### config.mk
export PLATFORM = sky130hd
export DESIGN_NAME = mont_mul
export DESIGN_NICKNAME = d
export VERILOG_FILES = /design/src/rtl/mm_pkg.sv /design/src/rtl/mm_mac.sv /design/src/rtl/mm_addsub.sv /design/src/rtl/mm_seq.sv /design/src/rtl/mont_mul.sv
export SDC_FILE = /design/constraint.sdc
export NUM_CORES = 1
export LEC_CHECK = 0
export ABC_AREA = 1
export BUFFER_PORTS_ARGS = -buffer_cell sky130_fd_sc_hd__buf_2
export CORE_MARGIN = 8
export CORE_UTILIZATION = 30
export CTS_CLUSTER_SIZE = 12
export DETAILED_ROUTE_END_ITERATION = 16
export SLEW_MARGIN = 20
export SYNTH_ARGS = -nofsm -noshare
export SYNTH_HDL_FRONTEND = slang
export SYNTH_SLANG_ARGS = --single-unit
### constraint.sdc
create_clock -name clk -period 18.45 [get_ports clk]
set_input_delay 3.69 -clock clk [delete_from_list [all_inputs] [get_ports clk]]
set_output_delay 3.69 -clock clk [all_outputs]
set_load 0.03 [all_outputs]
### src/rtl/mm_pkg.sv
package mm_pkg;
  // Sub-phases of one word step: three column passes, then the add/subtract fold
  typedef enum logic [1:0] {
    PH_AB  = 2'd0,
    PH_Q   = 2'd1,
    PH_QN  = 2'd2,
    PH_FIN = 2'd3
  } mm_phase_e;
endpackage

### src/rtl/mm_mac.sv
module mm_mac #(
  parameter int W    = 8,
  parameter int ACCW = 20
) (
  input  logic [W-1:0]    x,
  input  logic [W-1:0]    y,
  input  logic [ACCW-1:0] acc,
  output logic [ACCW-1:0] sum
);
  always_comb sum = acc + (ACCW'(x) * ACCW'(y));
endmodule

### src/rtl/mm_addsub.sv
module mm_addsub #(
  parameter int W = 8
) (
  input  logic [W-1:0] ab_w,
  input  logic [W-1:0] qn_w,
  input  logic         cin,
  input  logic [W-1:0] n_w,
  input  logic         bin,
  output logic [W-1:0] s_w,
  output logic         cout,
  output logic [W-1:0] sn_w,
  output logic         bout
);
  logic [W:0] add_full, sub_full;
  always_comb begin
    add_full = {1'b0, ab_w} + {1'b0, qn_w} + {{W{1'b0}}, cin};
    s_w      = add_full[W-1:0];
    cout     = add_full[W];
    sub_full = {1'b0, add_full[W-1:0]} - {1'b0, n_w} - {{W{1'b0}}, bin};
    sn_w     = sub_full[W-1:0];
    bout     = sub_full[W];
  end
endmodule

### src/rtl/mm_seq.sv
module mm_seq
  import mm_pkg::*;
#(
  parameter int NW = 4,
  localparam int SW = $clog2(2*NW),
  localparam int JW = $clog2(NW)
) (
  input  logic          clk,
  input  logic          rst_n,
  input  logic          start,
  output logic          busy,
  output logic [SW-1:0] step,
  output logic [JW-1:0] j,
  output mm_phase_e     ph,
  output logic          j_last,
  output logic          fin_last
);
  always_comb begin
    j_last   = (j == JW'(NW-1));
    fin_last = busy && (ph == PH_FIN) && (step == SW'(2*NW-1));
  end

  always_ff @(posedge clk or negedge rst_n) begin
    if (!rst_n) begin
      busy <= 1'b0;
      step <= '0;
      j    <= '0;
      ph   <= PH_AB;
    end else if (start) begin
      busy <= 1'b1;
      step <= '0;
      j    <= '0;
      ph   <= PH_AB;
    end else if (busy) begin
      if (ph == PH_FIN) begin
        ph <= PH_AB;
        if (step == SW'(2*NW-1)) busy <= 1'b0;
        else                     step <= step + 1'b1;
      end else if (j_last) begin
        j  <= '0;
        ph <= mm_phase_e'(ph + 2'd1);
      end else begin
        j <= j + 1'b1;
      end
    end
  end
endmodule

### src/rtl/mont_mul.sv
module mont_mul
  import mm_pkg::*;
#(
  parameter int W  = 8,
  parameter int NW = 4,
  localparam int SW   = $clog2(2*NW),
  localparam int JW   = $clog2(NW),
  localparam int ACCW = 2*W + JW + 2
) (
  input  logic          clk,
  input  logic          rst_n,
  input  logic          in_valid,
  output logic          in_ready,
  input  logic [NW*W-1:0] in_a,
  input  logic [NW*W-1:0] in_b,
  input  logic [NW*W-1:0] in_n,
  input  logic [NW*W-1:0] in_ncoef,
  input  logic          in_reduce,
  output logic          done_o,
  output logic [NW*W-1:0] res_o
);
  logic [NW-1:0][W-1:0] a_q, b_q, n_q, c_q;
  logic [NW-1:0][W-1:0] ab_arr, q_arr, s_hi, sn_hi;
  logic                 red_q;
  logic [ACCW-1:0]      acc_ab, acc_q, acc_qn;
  logic [W-1:0]         ab_cur, qn_cur;
  logic                 cy, bw;

  logic busy, j_last, fin_last, accept;
  logic [SW-1:0] step;
  logic [JW-1:0] j;
  mm_phase_e     ph;

  assign in_ready = !busy;
  assign accept   = in_valid && !busy;

  mm_seq #(.NW(NW)) u_seq (
    .clk(clk), .rst_n(rst_n), .start(accept), .busy(busy), .step(step),
    .j(j), .ph(ph), .j_last(j_last), .fin_last(fin_last)
  );

  // Column term selection: x from the word indexed by j, y from index step-j
  logic [SW-1:0]   jx, k;
  logic            in_rng, hi_half;
  logic [JW-1:0]   k_idx, hi_idx;
  logic [W-1:0]    mx, my;
  logic [ACCW-1:0] macc, msum;

  always_comb begin
    jx      = {{(SW-JW){1'b0}}, j};
    k       = step - jx;
    in_rng  = (step >= jx) && (k < SW'(NW));
    k_idx   = k[JW-1:0];
    hi_half = (step >= SW'(NW));
    hi_idx  = JW'(step - SW'(NW));
    mx = '0; my = '0; macc = '0;
    unique case (ph)
      PH_AB:  begin mx = a_q[j];    my = in_rng ? b_q[k_idx] : '0; macc = acc_ab; end
      PH_Q:   begin mx = ab_arr[j]; my = in_rng ? c_q[k_idx] : '0; macc = acc_q;  end
      PH_QN:  begin mx = q_arr[j];  my = in_rng ? n_q[k_idx] : '0; macc = acc_qn; end
      default: ;
    endcase
  end

  mm_mac #(.W(W), .ACCW(ACCW)) u_mac (.x(mx), .y(my), .acc(macc), .sum(msum));

  logic [W-1:0] s_w, sn_w, n_fold, ab_word;
  logic         cout, bout;
  assign n_fold  = hi_half ? n_q[hi_idx] : '0;
  assign ab_word = red_q ? (hi_half ? '0 : a_q[step[JW-1:0]]) : msum[W-1:0];

  mm_addsub #(.W(W)) u_fold (
    .ab_w(ab_cur), .qn_w(qn_cur), .cin(cy), .n_w(n_fold), .bin(bw),
    .s_w(s_w), .cout(cout), .sn_w(sn_w), .bout(bout)
  );

  always_ff @(posedge clk or negedge rst_n) begin
    if (!rst_n) begin
      a_q <= '0; b_q <= '0; n_q <= '0; c_q <= '0; red_q <= 1'b0;
      ab_arr <= '0; q_arr <= '0; s_hi <= '0; sn_hi <= '0;
      acc_ab <= '0; acc_q <= '0; acc_qn <= '0;
      ab_cur <= '0; qn_cur <= '0; cy <= 1'b0; bw <= 1'b0;
      done_o <= 1'b0; res_o <= '0;
    end else if (accept) begin
      a_q <= in_a; b_q <= in_b; n_q <= in_n; c_q <= in_ncoef; red_q <= in_reduce;
      acc_ab <= '0; acc_q <= '0; acc_qn <= '0;
      cy <= 1'b0; bw <= 1'b0; done_o <= 1'b0;
    end else begin
      done_o <= fin_last;
      if (busy) begin
        unique case (ph)
          PH_AB: if (j_last) begin
            acc_ab <= msum >> W;
            ab_cur <= ab_word;
            if (!hi_half) ab_arr[step[JW-1:0]] <= ab_word;
          end else acc_ab <= msum;
          PH_Q: if (!hi_half) begin
            if (j_last) begin
              acc_q <= msum >> W;
              q_arr[step[JW-1:0]] <= msum[W-1:0];
            end else acc_q <= msum;
          end
          PH_QN: if (j_last) begin
            acc_qn <= msum >> W;
            qn_cur <= msum[W-1:0];
          end else acc_qn <= msum;
          PH_FIN: begin
            cy <= cout;
            bw <= bout;
            if (hi_half) begin
              s_hi[hi_idx]  <= s_w;
              sn_hi[hi_idx] <= sn_w;
            end
            if (fin_last)
              res_o <= (bout && !cout) ? {s_w, s_hi[NW-2:0]} : {sn_w, sn_hi[NW-2:0]};
          end
          default: ;
        endcase
      end
    end
  end
endmodule

[Word-level counts from Yosys, hierarchy flattened]
Cells that the tools add are included.
Word-level totals
  bits in registers: 376
  bits of input ports: 132
  word-level logic and storage cells: 173
Operators by class
  add/subtract/negate cells: 10
  multipliers: 1
  magnitude comparators: 9
  equal/unequal tests: 8
  muxes and demuxes: 68
  bitwise logic cells: 2
  reduce and logical (&&, ||, !) cells: 29
Operator list (count)
  20-bit two-way mux: 11
  8-bit binary-select mux with 2-bit select: 8
  32-bit bitwise mux: 4
  8-bit two-way mux: 16
  20-bit one-hot mux with 3 select lines: 1
  8-bit one-hot mux with 3 select lines: 2
  8-bit demux with 2-bit select: 2
  32-bit two-way mux: 1
  20-bit by 16-bit adder with 20-bit output: 1
  8-bit by 8-bit multiplier with 16-bit output: 1
  2-bit two-way mux: 8
  4-bit AND reduction: 4
  2-bit by 3-bit < comparator with 1-bit output, second input constant: 4
  3-bit two-way mux: 4
  1-bit two-way mux: 11
  2-bit AND reduction: 5
  5-bit AND reduction: 2
  2-bit nonzero test: 5
  8-bit by 8-bit adder with 9-bit output: 1
  9-bit by 1-bit adder with 9-bit output: 1
  8-bit by 8-bit subtractor with 9-bit output: 1
  9-bit by 1-bit subtractor with 9-bit output: 1
  1-bit logical AND: 7
  2-bit equality test, second input constant: 3
  other kinds (16): 23

[Longest topological paths before layout]
  depth in word-level cells: 12
  gate-level depth with buffers: 40
  mapped depth without buffers: 35

[Cells and area by module]
From an unflattened synthesis, not the netlist that was laid out.
Second synthesis, totals
  cells, all modules: 2820
  area, all modules: 21018.9 sq um
By module, submodules not included
  mont_mul: instances 1, cells each 2118, area each 16530.9 sq um
  mm_mac: instances 1, cells each 479, area each 3099.2 sq um
  mm_addsub: instances 1, cells each 166, area each 949.7 sq um
  mm_seq: instances 1, cells each 57, area each 439.2 sq um

[Least setup slack after synthesis]
No wires, ideal clock.
  kind: reg-to-reg
  start point: reg u_seq.step[0]
  end point: reg acc_ab[2]
  arrival: 6146 ps
  required time: 18333 ps
  setup slack: 12187 ps
  cell stages (with the launch flop): 35
  period minus slack after synthesis: 6263 ps
  cell sequence: dfrtp_1 -> clkbuf_2 -> clkinv_1 -> buf_2 -> buf_2 -> ha_1 -> inv_1 -> fa_1 -> buf_4 -> inv_1 -> clkbuf_1 -> o21ai_0 -> o21ai_0 -> nand2_1 -> nand3_1 -> nand2_1 -> inv_1 -> nand2_1 -> fa_1 -> inv_1 -> fa_1 -> fa_1 -> inv_1 -> fa_1 -> inv_1 -> ha_1 -> nand2_1 -> inv_1 -> a21oi_1 -> nand2_1 -> or2_2 -> nand3_1 -> o21ai_1 -> nand2_1 -> nand2_1
Between the ends
  cells in the longest elaborated chain, start to end: 11
  elaborated cells on any way between the ends: 20
  those cells by class: 2 x add/sub; 1 x mul; 2 x order compare; 14 x mux; 1 x reduce/logical
RTL lines
  start, declared: RTL line mm_seq.sv:12  | output logic [SW-1:0] step,
  start signal, assigned: RTL line mm_seq.sv:38  | else step <= step + 1'b1;
  3-bit by 2-bit subtractor with 3-bit output: RTL line mont_mul.sv:51  | k = step - jx;
  3-bit < comparator (tied with other cells): RTL line mont_mul.sv:52  | in_rng = (step >= jx) && (k < SW'(NW));
  1-bit logical AND (tied with other cells): RTL line mont_mul.sv:52
  8-bit two-way mux, on equally long branches: RTL line mont_mul.sv:60, mont_mul.sv:58, mont_mul.sv:59
  8-bit one-hot mux with 3 select lines *: RTL line mont_mul.sv:57  | unique case (ph)
  8-bit by 8-bit multiplier with 16-bit output *: RTL line mm_mac.sv:10  | always_comb sum = acc + (ACCW'(x) * ACCW'(y));
  20-bit by 16-bit adder with 20-bit output *: RTL line mm_mac.sv:10
  20-bit two-way mux *: RTL line mont_mul.sv:92  | PH_AB: if (j_last) begin
  20-bit two-way mux *: RTL line mont_mul.sv:91  | unique case (ph)
  20-bit two-way mux *: RTL line mont_mul.sv:90  | if (busy) begin
  20-bit two-way mux *: RTL line mont_mul.sv:84  | end else if (accept) begin
  end signal, assigned: RTL line mont_mul.sv:93  | acc_ab <= msum >> W;
  end signal, assigned: RTL line mont_mul.sv:96  | end else acc_ab <= msum;
  end, declared: RTL line mont_mul.sv:25  | logic [ACCW-1:0] acc_ab, acc_q, acc_qn;
Every way passes the cells marked *; elsewhere a longest branch is shown, timed or not. The select of a mux whose other input is x is not followed.
A chain may end at the register's enable or synchronous reset.

[Final worst setup path]
  start point: reg u_seq.step[0]
  end point: reg ab_cur[7]
Between the ends
  cells in the longest elaborated chain, start to end: 8
  elaborated cells on any way between the ends: 21
  those cells by class: 2 x add/sub; 1 x mul; 3 x order compare; 14 x mux; 1 x reduce/logical
RTL lines
  3-bit by 2-bit subtractor with 3-bit output: RTL line mont_mul.sv:51
  3-bit < comparator (tied with other cells): RTL line mont_mul.sv:52
  1-bit logical AND (tied with other cells): RTL line mont_mul.sv:52
  8-bit two-way mux, on equally long branches: RTL line mont_mul.sv:60, mont_mul.sv:58, mont_mul.sv:59
  8-bit one-hot mux with 3 select lines: RTL line mont_mul.sv:57
  8-bit by 8-bit multiplier with 16-bit output: RTL line mm_mac.sv:10
  20-bit by 16-bit adder with 20-bit output: RTL line mm_mac.sv:10
  8-bit two-way mux *: RTL line mont_mul.sv:70  | assign ab_word = red_q ? (hi_half ? '0 : a_q[step[JW-1:0]]) : msum[W-1:0];
  end signal, assigned: RTL line mont_mul.sv:94  | ab_cur <= ab_word;
  end, declared: RTL line mont_mul.sv:26  | logic [W-1:0] ab_cur, qn_cur;
Marked as above.

==> impl_metrics.env <==
export IMPL_cts_hold_buf=0
export IMPL_synth_edf_count=0
export IMPL_grt_start_max_net_pins=103
export IMPL_final_hold_viol_count=0
export IMPL_cts_root_buffer="clkbuf_16"
export IMPL_post_cts_buffers=0
export IMPL_cts_inserted_buffers=42
export IMPL_finalMaxSlewViolations=0
export IMPL_place_ws_ns=10.75
export IMPL_highest_layer="met4"
export IMPL_layout_drive_gt1_share=0.104
export IMPL_cp_end_kind="flip-flop"
export IMPL_crit_slowest_cell="clkinv_1"
export IMPL_syn_inst=2746
export IMPL_met1_length_um=29000
export IMPL_die_area_sq_mm=0.0778
export IMPL_num_rows=96
export IMPL_die_x_um=279
export IMPL_min_period_over_period=0.424
export IMPL_drc=0
export IMPL_wl_met3_um=4990
export IMPL_die_h_um=279
export IMPL_status="completed"
export IMPL_yosysWarnings=0
export IMPL_drt_total_wl_um=63800
export IMPL_start_kind="flip-flop"
export IMPL_cts_tree="yes"
export IMPL_arrival_ns=8.28
export IMPL_clkTransAtPathRegs_ns=0.06
export IMPL_ys_flop_type="dfrtp_1"
export IMPL_post_cts_resized=0
export IMPL_dp_hpwl_um=45300
export IMPL_initial_utilization=0.302
export IMPL_async_reset_ff_frac=1.00
export IMPL_ioPinCount=166
export IMPL_cp_max_fo=30
export IMPL_clock_sinks=360
export IMPL_grt_pass1_vias=17633
export IMPL_worst_slew_pin_slew_ns=0.991
export IMPL_setup_slack_ns=10.64
export IMPL_first_pass_iters=5
export IMPL_max_stage_delay_ns=0.64
export IMPL_nets=3104
export IMPL_ys_ff_latch=360
export IMPL_htreeDepth=2
export IMPL_holdCritPathClass="reg2reg"
export IMPL_setup_viol=0
export IMPL_ys_seq_area_frac=0.434
export IMPL_synthesis_area_sq_mm=0.0207
export IMPL_overflow=0
export IMPL_rsz0062_at_grt="no"
export IMPL_syn_to_final_growth_pct=14.2
export IMPL_wl_per_cell_um=16.7
export IMPL_maxCapViolCount=0
export IMPL_antenna_found_initial=3
export IMPL_fin_crit_ns=7.81
export IMPL_vias=18238
export IMPL_clk_latency_ns=0.60
export IMPL_drt_initial_drc_count=1710
export IMPL_ys_types=43
export IMPL_core_sq_mm=0.0686
export IMPL_ant_nets=0
export IMPL_grt_pass1_wl_um=101000
export IMPL_synth_avg_cell_area_sq_um=7.56
export IMPL_tns_ns=0
export IMPL_max_slew_margin=0.338
export IMPL_clock_skew_ns=0.0418
export IMPL_critPathMostFrequentCell="inv_1"
export IMPL_critPathKind="reg2reg"
export IMPL_gr_usage_all_layers=0.163
export IMPL_cts_path_max_buffers=3
export IMPL_syn_num_nets=3005
export IMPL_wl_met2_um=28300
export IMPL_via_per_inst=4.78
export IMPL_cp_required_ns=18.92
export IMPL_portBuffers=165
export IMPL_gp_congestion=0.918
export IMPL_fmax_ghz=0.128
[cell usage after synthesis (2+ instances only)]
master / count / area share
clkbuf_1: 44 / 0.0080
clkbuf_2: 5 / 0.0012
ha_1: 72 / 0.043
and2_1: 4 / 0.0012
xnor2_1: 4 / 0.0017
o21ai_0: 261 / 0.063
mux2_2: 8 / 0.0043
nor3_1: 3 / 0.00072
nand4_1: 15 / 0.0045
nand2_2: 3 / 0.00090
inv_1: 257 / 0.046
a221oi_1: 6 / 0.0025
buf_2: 57 / 0.014
nand3b_1: 21 / 0.0076
clkinv_1: 2 / 0.00036
buf_1: 12 / 0.0022
inv_2: 12 / 0.0022
o21bai_1: 2 / 0.00072
xor2_1: 5 / 0.0021
nor2_1: 139 / 0.025
buf_6: 4 / 0.0022
nand2_1: 1082 / 0.20
or2_2: 3 / 0.00090
nand3_2: 2 / 0.00096
o22ai_1: 26 / 0.0078
nor2_4: 5 / 0.0027
a21oi_1: 72 / 0.017
nor2_2: 5 / 0.0015
o21ai_1: 24 / 0.0058
dfrtp_1: 360 / 0.43
buf_4: 10 / 0.0036
fa_1: 55 / 0.053
nand3_1: 156 / 0.038
[metrics by stage]
step / cells / util / hold slack [ns] / cell area (sq um)
2_1_floorplan: 2746 / - / 0.444 / 20700
3_3_place_gp: 3732 / 0.325 / 0.457 / 22300
3_5_place_dp: 3732 / 0.325 / 0.460 / 22300
4_1_cts: 3809 / 0.345 / 0.477 / 23700
5_1_grt: 3809 / 0.345 / 0.487 / 23700
6_report: 3812 / 0.346 / 0.470 / 23700
[registers in the layout (all words and copies together) (netlist names), 32 cells and up]
signal,count
a_q,32
n_q,32
b_q,32
c_q,32
ab_arr,32
q_arr,32
res_o,32
[logic make-up after synthesis]
logic type / after synthesis / synth area share
simple gates: 1442 / 0.281
buf+inv: 404 / 0.0802
compound gates: 396 / 0.0996
flops: 360 / 0.434
fa+ha+maj: 127 / 0.0965
xor+xnor: 9 / 0.00380
mux: 8 / 0.00434
[cells in the final DEF (no fill, tap or decap), drive strengths merged, types with 26 or more instances in the layout]
master | synthesis | layout
inv | 270 | 271
o22ai | 26 | 26
a21oi | 73 | 73
clkbuf | 49 | 59
o21ai | 285 | 285
buf | 83 | 187
dfrtp | 360 | 360
nand3 | 158 | 158
fa | 55 | 55
ha | 72 | 72
nand2 | 1086 | 1086
nor2 | 149 | 149
[routing by layer]
metal,GRT usage,up-vias
li1,-,8870
met1,0.226,8695
met2,0.252,577
met3,0.0368,96
met4,0.0488,0
met5,0,-
[critical path: cells and delay by family, from the launching register on]
family                     cells  cell delay, ns
AOI/OAI and AO/OA              3            0.67
DFF                            1            0.34
adders and majority gates      8            2.94
muxes                          1            0.31
xor gates and xnor gates       1            0.55
and+or+nand+nor                7            0.96
buffers and inverters          8            1.90
[path summary, 6_finish.rpt]
check | slack [ns] | from | end | cells after the start
hold / removal | 0.47 | res_o[13] | res_o[13] | 2
min in group asynchronous | 3.12 | rst_n | res_o[11] | 1
max in group asynchronous | 13.15 | rst_n | a_q[20] | 3
setup reg to reg | 10.64 | u_seq.step[0] | ab_cur[7] | 28
hold reg to reg | 0.47 | res_o[13] | res_o[13] | 2
setup / recovery | 10.64 | u_seq.step[0] | ab_cur[7] | 28
[cell type report]
| type | instances | area [sq um] |
|---|---|---|
| timing repair buffer | 187 | 1000 |
| clock inverter | 18 | 205 |
| tap | 931 | 1160 |
| sequential | 360 | 9010 |
| antenna | 3 | 7.51 |
| multi-input combinational | 1982 | 10100 |
| fill | 7353 | 44900 |
| clock buffer | 59 | 1200 |
| inverter | 272 | 1030 |
Power is not shown: default switching activity piles up to over one toggle a cycle in this logic, so the estimate is an artifact.
